### config.mk
export PLATFORM = sky130hd
export DESIGN_NAME = gdrv_fault_ctrl
export DESIGN_NICKNAME = d
export VERILOG_FILES = /design/src/rtl/gdrv_pkg.sv /design/src/rtl/gdrv_sync.sv /design/src/rtl/gdrv_seq.sv /design/src/rtl/gdrv_fault.sv /design/src/rtl/gdrv_fault_ctrl.sv
export SDC_FILE = /design/constraint.sdc
export NUM_CORES = 1
export LEC_CHECK = 0
export BUFFER_PORTS_ARGS = -buffer_cell sky130_fd_sc_hd__buf_2
export CORE_ASPECT_RATIO = 0.75
export CORE_UTILIZATION = 59
export CTS_CLUSTER_DIAMETER = 100
export DETAILED_ROUTE_END_ITERATION = 16
export PLACE_DENSITY = 0.83
export SKIP_CTS_REPAIR_TIMING = 1
export SKIP_LAST_GASP = 1
export SYNTH_ARGS = -nofsm -noshare
export SYNTH_HDL_FRONTEND = slang
export SYNTH_HIERARCHICAL = 1
export SYNTH_SLANG_ARGS = --single-unit
### constraint.sdc
create_clock -name clk_i -period 3 [get_ports clk_i]
set_input_delay 0.15 -clock clk_i [delete_from_list [all_inputs] [get_ports clk_i]]
set_output_delay 0.15 -clock clk_i [all_outputs]
set_load 0.01 [all_outputs]
### src/rtl/gdrv_pkg.sv
package gdrv_pkg;
  localparam int unsigned LVL_W = 3;
  localparam logic [LVL_W-1:0] LVL_FULL = {LVL_W{1'b1}};
  localparam logic [LVL_W-1:0] LVL_SOFT0 = LVL_FULL - 1'b1;

  typedef enum logic [1:0] {
    ST_OFF  = 2'd0,
    ST_ON   = 2'd1,
    ST_SOFT = 2'd2
  } drv_state_e;
endpackage

### src/rtl/gdrv_sync.sv
module gdrv_sync #(
  parameter int unsigned STAGES    = 2,
  parameter logic        RESET_VAL = 1'b0
) (
  input  logic clk_i,
  input  logic rst_ni,
  input  logic d_i,
  output logic q_o
);
  logic [STAGES-1:0] chain_q;

  always_ff @(posedge clk_i or negedge rst_ni) begin
    if (!rst_ni) chain_q <= {STAGES{RESET_VAL}};
    else         chain_q <= {chain_q[STAGES-2:0], d_i};
  end

  assign q_o = chain_q[STAGES-1];
endmodule

### src/rtl/gdrv_seq.sv
module gdrv_seq
  import gdrv_pkg::*;
#(
  parameter int unsigned BLANK_CYC = 200,
  parameter int unsigned STEP_CYC  = 50
) (
  input  logic             clk_i,
  input  logic             rst_ni,
  input  logic             on_req_i,
  input  logic             desat_i,
  output logic [LVL_W-1:0] level_o,
  output logic             blank_done_o,
  output logic             desat_hit_o
);
  localparam int unsigned BLANK_W = $clog2(BLANK_CYC + 1);
  localparam int unsigned STEP_W  = $clog2(STEP_CYC + 1);

  drv_state_e       state_q;
  logic [BLANK_W-1:0] blank_q;
  logic [STEP_W-1:0]  step_q;
  logic [LVL_W-1:0]   level_q;

  assign blank_done_o = (blank_q == '0);
  assign desat_hit_o  = (state_q == ST_ON) && blank_done_o && desat_i;
  assign level_o      = level_q;

  always_ff @(posedge clk_i or negedge rst_ni) begin
    if (!rst_ni) begin
      state_q <= ST_OFF;
      level_q <= '0;
      blank_q <= '0;
      step_q  <= '0;
    end else begin
      unique case (state_q)
        ST_OFF: if (on_req_i) begin
          state_q <= ST_ON;
          level_q <= LVL_FULL;
          blank_q <= BLANK_W'(BLANK_CYC);
        end
        ST_ON: begin
          if (desat_hit_o) begin
            state_q <= ST_SOFT;
            level_q <= LVL_SOFT0;
            step_q  <= STEP_W'(STEP_CYC - 1);
          end else if (!on_req_i) begin
            state_q <= ST_OFF;
            level_q <= '0;
            blank_q <= '0;
          end else if (!blank_done_o) begin
            blank_q <= blank_q - 1'b1;
          end
        end
        ST_SOFT: begin
          // sequence runs to zero regardless of commands
          if (step_q == '0) begin
            level_q <= level_q - 1'b1;
            step_q  <= STEP_W'(STEP_CYC - 1);
            if (level_q == LVL_W'(1)) state_q <= ST_OFF;
          end else begin
            step_q <= step_q - 1'b1;
          end
        end
        default: state_q <= ST_OFF;
      endcase
    end
  end

  assert_no_hit_in_blank_R4: assert property (@(posedge clk_i) disable iff (!rst_ni)
    (state_q == ST_ON && blank_q != '0) |=> (state_q != ST_SOFT));

  assert_soft_monotone_R5: assert property (@(posedge clk_i) disable iff (!rst_ni)
    (state_q == ST_SOFT) |=> (level_q == $past(level_q) || level_q == ($past(level_q) - 3'd1)));

  assert_soft_not_interrupted_R5: assert property (@(posedge clk_i) disable iff (!rst_ni)
    (state_q == ST_SOFT && level_q != '0) |=> (state_q == ST_SOFT || level_q == '0));
endmodule

### src/rtl/gdrv_fault.sv
module gdrv_fault (
  input  logic clk_i,
  input  logic rst_ni,
  input  logic clr_ni,
  input  logic set_i,
  output logic latched_o
);
  logic clr_n;
  logic latch_q;

  assign clr_n = rst_ni & clr_ni;

  always_ff @(posedge clk_i or negedge clr_n) begin
    if (!clr_n)     latch_q <= 1'b0;
    else if (set_i) latch_q <= 1'b1;
  end

  assign latched_o = latch_q;

  // only a desaturation hit may set the latch; undervoltage never does
  assert_fault_cause_R3: assert property (@(posedge clk_i) disable iff (!rst_ni)
    $rose(latch_q) |-> $past(set_i));
endmodule

### src/rtl/gdrv_fault_ctrl.sv
module gdrv_fault_ctrl
  import gdrv_pkg::*;
#(
  parameter int unsigned BLANK_CYC       = 200,
  parameter int unsigned STEP_CYC        = 50,
  parameter int unsigned FAULT_BOUND_CYC = 500,
  parameter int unsigned SYNC_STAGES     = 2
) (
  input  logic             clk_i,
  input  logic             rst_ni,
  input  logic             cmd_pos_i,
  input  logic             cmd_neg_i,
  input  logic             uv_i,
  input  logic             desat_i,
  input  logic             fault_clr_ni,
  output logic [LVL_W-1:0] drive_level_o,
  output logic             gate_on_o,
  output logic             fault_pd_o,
  output logic             fault_latched_o
);
  localparam int unsigned PEND_W = $clog2(FAULT_BOUND_CYC + 1);

  logic uv_s, desat_s;
  logic cmd_pos_q, cmd_neg_q;
  logic on_req, blank_done, desat_hit, latched;

  gdrv_sync #(.STAGES(SYNC_STAGES), .RESET_VAL(1'b1)) u_uv_sync (
    .clk_i, .rst_ni, .d_i(uv_i), .q_o(uv_s)
  );
  gdrv_sync #(.STAGES(SYNC_STAGES), .RESET_VAL(1'b0)) u_desat_sync (
    .clk_i, .rst_ni, .d_i(desat_i), .q_o(desat_s)
  );

  always_ff @(posedge clk_i or negedge rst_ni) begin
    if (!rst_ni) begin
      cmd_pos_q <= 1'b0;
      cmd_neg_q <= 1'b0;
    end else begin
      cmd_pos_q <= cmd_pos_i;
      cmd_neg_q <= cmd_neg_i;
    end
  end

  assign on_req = cmd_pos_q & ~cmd_neg_q & ~uv_s & ~latched;

  gdrv_seq #(.BLANK_CYC(BLANK_CYC), .STEP_CYC(STEP_CYC)) u_seq (
    .clk_i, .rst_ni,
    .on_req_i    (on_req),
    .desat_i     (desat_s),
    .level_o     (drive_level_o),
    .blank_done_o(blank_done),
    .desat_hit_o (desat_hit)
  );

  gdrv_fault u_fault (
    .clk_i, .rst_ni,
    .clr_ni   (fault_clr_ni),
    .set_i    (desat_hit),
    .latched_o(latched)
  );

  assign gate_on_o       = (drive_level_o != '0);
  assign fault_latched_o = latched;
  assign fault_pd_o      = latched;

  // cycles an eligible desaturation has waited without a latched fault
  logic [PEND_W-1:0] pend_q;
  always_ff @(posedge clk_i or negedge rst_ni) begin
    if (!rst_ni) pend_q <= '0;
    else if (drive_level_o == LVL_FULL && blank_done && desat_s && !latched) begin
      if (pend_q != {PEND_W{1'b1}}) pend_q <= pend_q + 1'b1;
    end else pend_q <= '0;
  end

  assert_fault_bound_R6: assert property (@(posedge clk_i) disable iff (!rst_ni)
    pend_q < PEND_W'(FAULT_BOUND_CYC));

  assert_gate_on_cond_R1: assert property (@(posedge clk_i) disable iff (!rst_ni)
    $rose(gate_on_o) |-> (!fault_latched_o && $past(cmd_pos_q && !cmd_neg_q && !uv_s)));

  assert_pd_follows_latch_R9: assert property (@(posedge clk_i) disable iff (!rst_ni)
    $rose(fault_pd_o) |-> $past(gate_on_o));
endmodule

### Word-level counts from Yosys, hierarchy flattened

Index checks and enable logic that the tools add are counted.

* latch bits: 0
* memories: 0
* logic and storage cells: 61
* RAM bits: 0
* bits of input ports: 7
* register bits: 26
* bits in read-only memories: 0

* equality and inequality tests: 10
* $lt $le $gt $ge: 0
* mux-type cells: 19
* div/mod/pow operators: 0
* shift-type cells: 0
* reductions and logical operators: 13
* bitwise logic cells: 7
* add/sub/neg operators: 3
* multiply operators: 0

Operator list (number)
* 8-bit 2-to-1 mux: 4
* 8-bit one-hot mux with 2 select lines: 1
* 3-bit 2-to-1 mux: 4
* 6-bit 2-to-1 mux: 2
* 6-bit one-hot mux with 2 select lines: 1
* 4-bit AND reduction: 3
* 2-bit 2-to-1 mux: 5
* 3-bit one-hot mux with 3 select lines: 1
* 8-bit zero test: 1
* 8-bit by 1-bit subtractor with 8-bit output (second input constant): 1
* 6-bit zero test: 1
* 2-bit by 1-bit inequality test with 1-bit output (second input constant): 3
* 3-bit inequality test (second input constant): 2
* 2-bit one-hot mux with 3 select lines: 1
* 3-bit nonzero test: 2
* 6-bit by 1-bit subtractor with 6-bit output (second input constant): 1
* 1-bit bitwise AND: 4
* 2-bit inequality test (second input constant): 2
* 2-bit nonzero test: 2
* 3-bit by 1-bit == test with 1-bit output (second input constant): 1
* 1-bit inverter: 3
* 3-bit by 1-bit subtractor with 3-bit output (second input constant): 1
* 2-bit by 1-bit == test with 1-bit output (second input constant): 1
* 2-bit == test (second input constant): 1
* 3 further kinds: 4

### Longest topological paths before layout

* word-level depth: 7
* depth in mapped cells: 8
* gate-level depth less buffers: 6

### Modules after synthesis

The synthesis kept the hierarchy.

Modules (own cells, without submodules)
* gdrv_seq: seq. area each 475.5 µm², cells each 142, area each 1330.0 µm², instances 1
* gdrv_fault_ctrl: seq. area each 50.0 µm², cells each 5, area each 72.6 µm², instances 1
* gdrv_sync (u_uv_sync): seq. area each 52.6 µm², cells each 2, area each 52.6 µm², instances 1
* gdrv_sync (u_desat_sync): seq. area each 50.0 µm², cells each 2, area each 50.0 µm², instances 1
* gdrv_fault: seq. area each 25.0 µm², cells each 3, area each 37.5 µm², instances 1

### Worst setup path before layout

No wires, ideal clock.

* kind: reg-to-reg
* start: register u_fault.latch_q (netlist: u_fault/latched_o)
* end: register u_seq.state_q[0]
* data arrival time: 1950 ps
* cell stages (with the launch flop): 7
* clock period less this slack: 2078 ps
* setup time: 128 ps
* data required time: 2872 ps
* path slack: 922 ps
* path through: dfrtp_1 nor4b_1 clkbuf_1 nand2_1 a31o_2 nand4_1 mux2_1

* word-level cells in the longest chain between the ends: 4
* elaborated cells on any way between the ends: 5

RTL lines
* start, declared: line gdrv_fault.sv:9 `logic latch_q;`
* start signal, assigned: line gdrv_fault.sv:14 `if (!clr_n) latch_q <= 1'b0;`
* start signal, assigned: line gdrv_fault.sv:15 `else if (set_i) latch_q <= 1'b1;`
* 1-bit inverter *: line gdrv_fault_ctrl.sv:44 `assign on_req = cmd_pos_q & ~cmd_neg_q & ~uv_s & ~latched;`
* 1-bit bitwise AND *: line gdrv_fault_ctrl.sv:44
* via on_req: line gdrv_fault_ctrl.sv:25 `logic on_req, blank_done, desat_hit, latched;`
* 3-bit inequality test (no line) or 2-bit by 1-bit inequality test with 1-bit output (tied branches)
* 4-bit AND reduction (no line) *
* end signal, assigned: line gdrv_seq.sv:46 `state_q <= ST_OFF;`
* end signal, assigned: line gdrv_seq.sv:58 `if (level_q == LVL_W'(1)) state_q <= ST_OFF;`
* end signal, assigned: line gdrv_seq.sv:63 `default: state_q <= ST_OFF;`
* end, declared: line gdrv_seq.sv:18 `drv_state_e state_q;`

Mark *: on every way through the listed nets, which the timed path passes. The rest lies on a longest branch.
A chain may end at the register's enable or synchronous reset.

### Worst setup path after layout

* start: register u_seq.step_q[2]
* end: register u_seq.state_q[0]

* word-level cells in the longest chain between the ends: 3

RTL lines
* start, declared: line gdrv_seq.sv:20 `logic [STEP_W-1:0] step_q;`
* start signal, assigned: line gdrv_seq.sv:44 `step_q <= STEP_W'(STEP_CYC - 1);`
* start signal, assigned: line gdrv_seq.sv:57 `step_q <= STEP_W'(STEP_CYC - 1);`
* start signal, assigned: line gdrv_seq.sv:60 `step_q <= step_q - 1'b1;`
* 6-bit zero test: line gdrv_seq.sv:55 `if (step_q == '0) begin`
* 2-bit by 1-bit inequality test with 1-bit output (no line)
* 4-bit AND reduction (no line)

No other way between the ends.

==> summary.md <==
STA
* **tightest slew margin relative to the limit** 48.81%
* **min cycle time layout** 2.179 ns
* **least setup slack across all paths after layout** 0.8210 ns
* **endpoints failing hold** 0
* **worst clock skew on the final layout** 0.01345 ns
* **worst hold margin** 0.1995 ns
* **Final Setup Violations** 0
* **Highest Clock Rate** 458.9 MHz
* **total negative setup slack** 0 ns
* **count of final max-slew check failures** 0
* **post-route fraction of the period consumed by the critical path** 72.63%
* **worst slew pin tran** 0.7627 ns
* **RSZ-0062 raised after global routing** no

Worst setup path
* **maximum fanout along the worst path** 11
* **kind of start point of the critical path** flop
* **endpoint kind of the worst setup timing path** flop
* **arrival time worst endpoint** 2.41 ns
* **WP data required** 3.23 ns
* **Setup CP Type** flop to flop

Floorplan
* **Top Ports** 13
* **total number of placement rows** 15
* **vertical die dimension** 46.20 um
* **die footprint** 2814 um^2
* **effective utilization at floorplan** 64.46%
* **die boundary width** 60.93 um
* **Core Footprint** 2384 um^2

Placed design
* **final weighted congestion in routability-driven placement** 0.8613
* **number of port buffers** 12
* **Placement Cell Area** 1602 um^2
* **pre-CTS setup slack** 0.8310 ns
* **post-DP HPWL** 2159 um

Synthesis
* **synthesized area** 1536 um^2
* **number of nets in the synthesized netlist** 170
* **per-instance average area after synthesis** 10.04 um^2
* **cells after synthesis** 153
* **number of warnings reported in the yosys synthesis log** 6

Layout
* **fraction of layout cells with a size suffix above 1** 15.48%
* **final layout net count** 186
* **Diodes inserted** 0
* **Final Instance Area** 1698 um^2
* **post-synthesis to final-layout area growth** 10.50%

CTS
* **buffer cell driving the clock tree root** sky130_fd_sc_hd__clkbuf_4
* **cts bufs inserted** 3
* **clock slew seen by the registers of the worst setup and hold paths** 0.14 ns
* **insertion delay to the later sink of the worst-skew pair** 0.32 ns
* **Bufs on Longest Clock Path** 2
* **clock tree from TritonCTS** yes
* **number of sinks on the clock net** 26
* **H-tree depth** 1

Detailed routing
* **number of iterations in the first detailed-routing pass** 4
* **via count** 1256
* **number of nets still failing antenna checks after routing** 0
* **Initial DRC Count** 105
* **DRC violation count after routing** 0
* **post-detailed-route via-to-cell ratio** 6.218
* **final wirelength** 3040 um
* **Avg WL per Cell** 15.05 um

Job
* **number of maximum-capacitance violations** 0

Worst hold path
* **class of the tightest hold or removal check** input port to asynchronous set/reset pin

Global routing
* **pin count of the biggest net entering global routing** 27
* **initial antenna violation count** 0
* **number of global-route vias before repair** 1091
* **global routing usage summed across all routing layers** 24.03%
* **grt ovf** 0
* **first-pass GRT wire length** 4878 um

Power and ir drop
* **worst-case vdd ir drop** 0.4518 mV
* **leakage power summed over all cells** 0.7390 nW
* **Power Density** 892.1 nW/um^2

Run status
* **result of the run** finished clean

## metal layers
layer | GRT usage (%) | part of all wire (%) | vias to the layer above
met3 | 6.461 | 4.8 | 7
li1 | - | - | 598
met2 | 39.12 | 46 | 39
met5 | 0 | 0 | -
met1 | 32.04 | 48 | 612
met4 | 5.909 | 0.95 | 0
## report_power, final
group	switching (mW)	leakage, nW	internal (mW)
logic	0.458	0.403	0.330
clock network	0.101	0.0210	0.0742
registers	0.104	0.315	0.447
total	0.663	0.739	0.852
## path summary, 6_finish.rpt
check                      depth (start not counted)                    start  slack (ns)                       to
min in group clk_i                                 0  u_desat_sync/chain_q[0]        0.37  u_desat_sync/chain_q[1]
setup reg to reg                                   4          u_seq/step_q[2]        0.82         u_seq/state_q[0]
hold reg to reg                                    0  u_desat_sync/chain_q[0]        0.37  u_desat_sync/chain_q[1]
setup / recovery                                   4          u_seq/step_q[2]        0.82         u_seq/state_q[0]
hold / removal                                     3             fault_clr_ni        0.20        u_fault/latched_o
max in group asynchronous                          3                   rst_ni        2.20        u_fault/latched_o
## flip-flops by register name, indices dropped and copies added, names as in the netlist
| register | flops |
|---|---|
| cmd_neg_q | 1 |
| cmd_pos_q | 1 |
| u_desat_sync/chain_q | 2 |
| u_fault/latched_o | 1 |
| u_seq/blank_q | 8 |
| u_seq/level_o | 3 |
| u_seq/state_q | 2 |
| u_seq/step_q | 6 |
| u_uv_sync/chain_q | 2 |
## layout by cell type, fill, tap and decap left out, types with 2 or more instances in the layout
master,n
sky130_fd_sc_hd__dlygate4sd3_1,6
sky130_fd_sc_hd__nor3_1,3
sky130_fd_sc_hd__mux2_1,3
sky130_fd_sc_hd__a211o_1,2
sky130_fd_sc_hd__o21a_1,2
sky130_fd_sc_hd__o32a_1,2
sky130_fd_sc_hd__nand2_1,7
sky130_fd_sc_hd__o31ai_1,4
sky130_fd_sc_hd__or3_1,3
sky130_fd_sc_hd__clkbuf_4,3
sky130_fd_sc_hd__dfrtp_1,24
sky130_fd_sc_hd__nand3_1,12
sky130_fd_sc_hd__or4_1,2
sky130_fd_sc_hd__nor2_1,6
sky130_fd_sc_hd__a31oi_1,2
sky130_fd_sc_hd__nor4_1,5
sky130_fd_sc_hd__nand2b_1,3
sky130_fd_sc_hd__o21ai_1,3
sky130_fd_sc_hd__a22o_1,3
sky130_fd_sc_hd__inv_1,12
sky130_fd_sc_hd__a21oi_1,5
sky130_fd_sc_hd__ha_1,10
sky130_fd_sc_hd__nand4_1,3
sky130_fd_sc_hd__buf_2,12
sky130_fd_sc_hd__dfstp_2,2
sky130_fd_sc_hd__nor2b_1,3
sky130_fd_sc_hd__o211ai_1,2
sky130_fd_sc_hd__o2bb2ai_1,4
## layout make-up
type,instances,area [um^2]
timing repair buffer,19,127.6
clock buffer,4,36.28
sequential,26,653.1
fill,173,685.7
multi-input combinational,107,793.3
inverter,12,45.04
tap,34,42.54
## worst max-delay path, stage by stage, from the launching register on
cell                      delay [ns]
sky130_fd_sc_hd__dfrtp_1        0.45
sky130_fd_sc_hd__or3_1          0.39
sky130_fd_sc_hd__o21ai_1        0.63
sky130_fd_sc_hd__nand4_1        0.26
sky130_fd_sc_hd__mux2_1         0.37
## stage by stage
step | utilization [%] | instances | power (mW)
after floorplan | - | 153 | 1.152
after global placement | 67.19 | 192 | 1.287
after detailed placement | 67.19 | 192 | 1.325
after CTS | 68.71 | 196 | 1.503
after global routing | 71.23 | 202 | 1.648
final | 71.23 | 202 | 1.515
(Power assumes the default switching activity.)
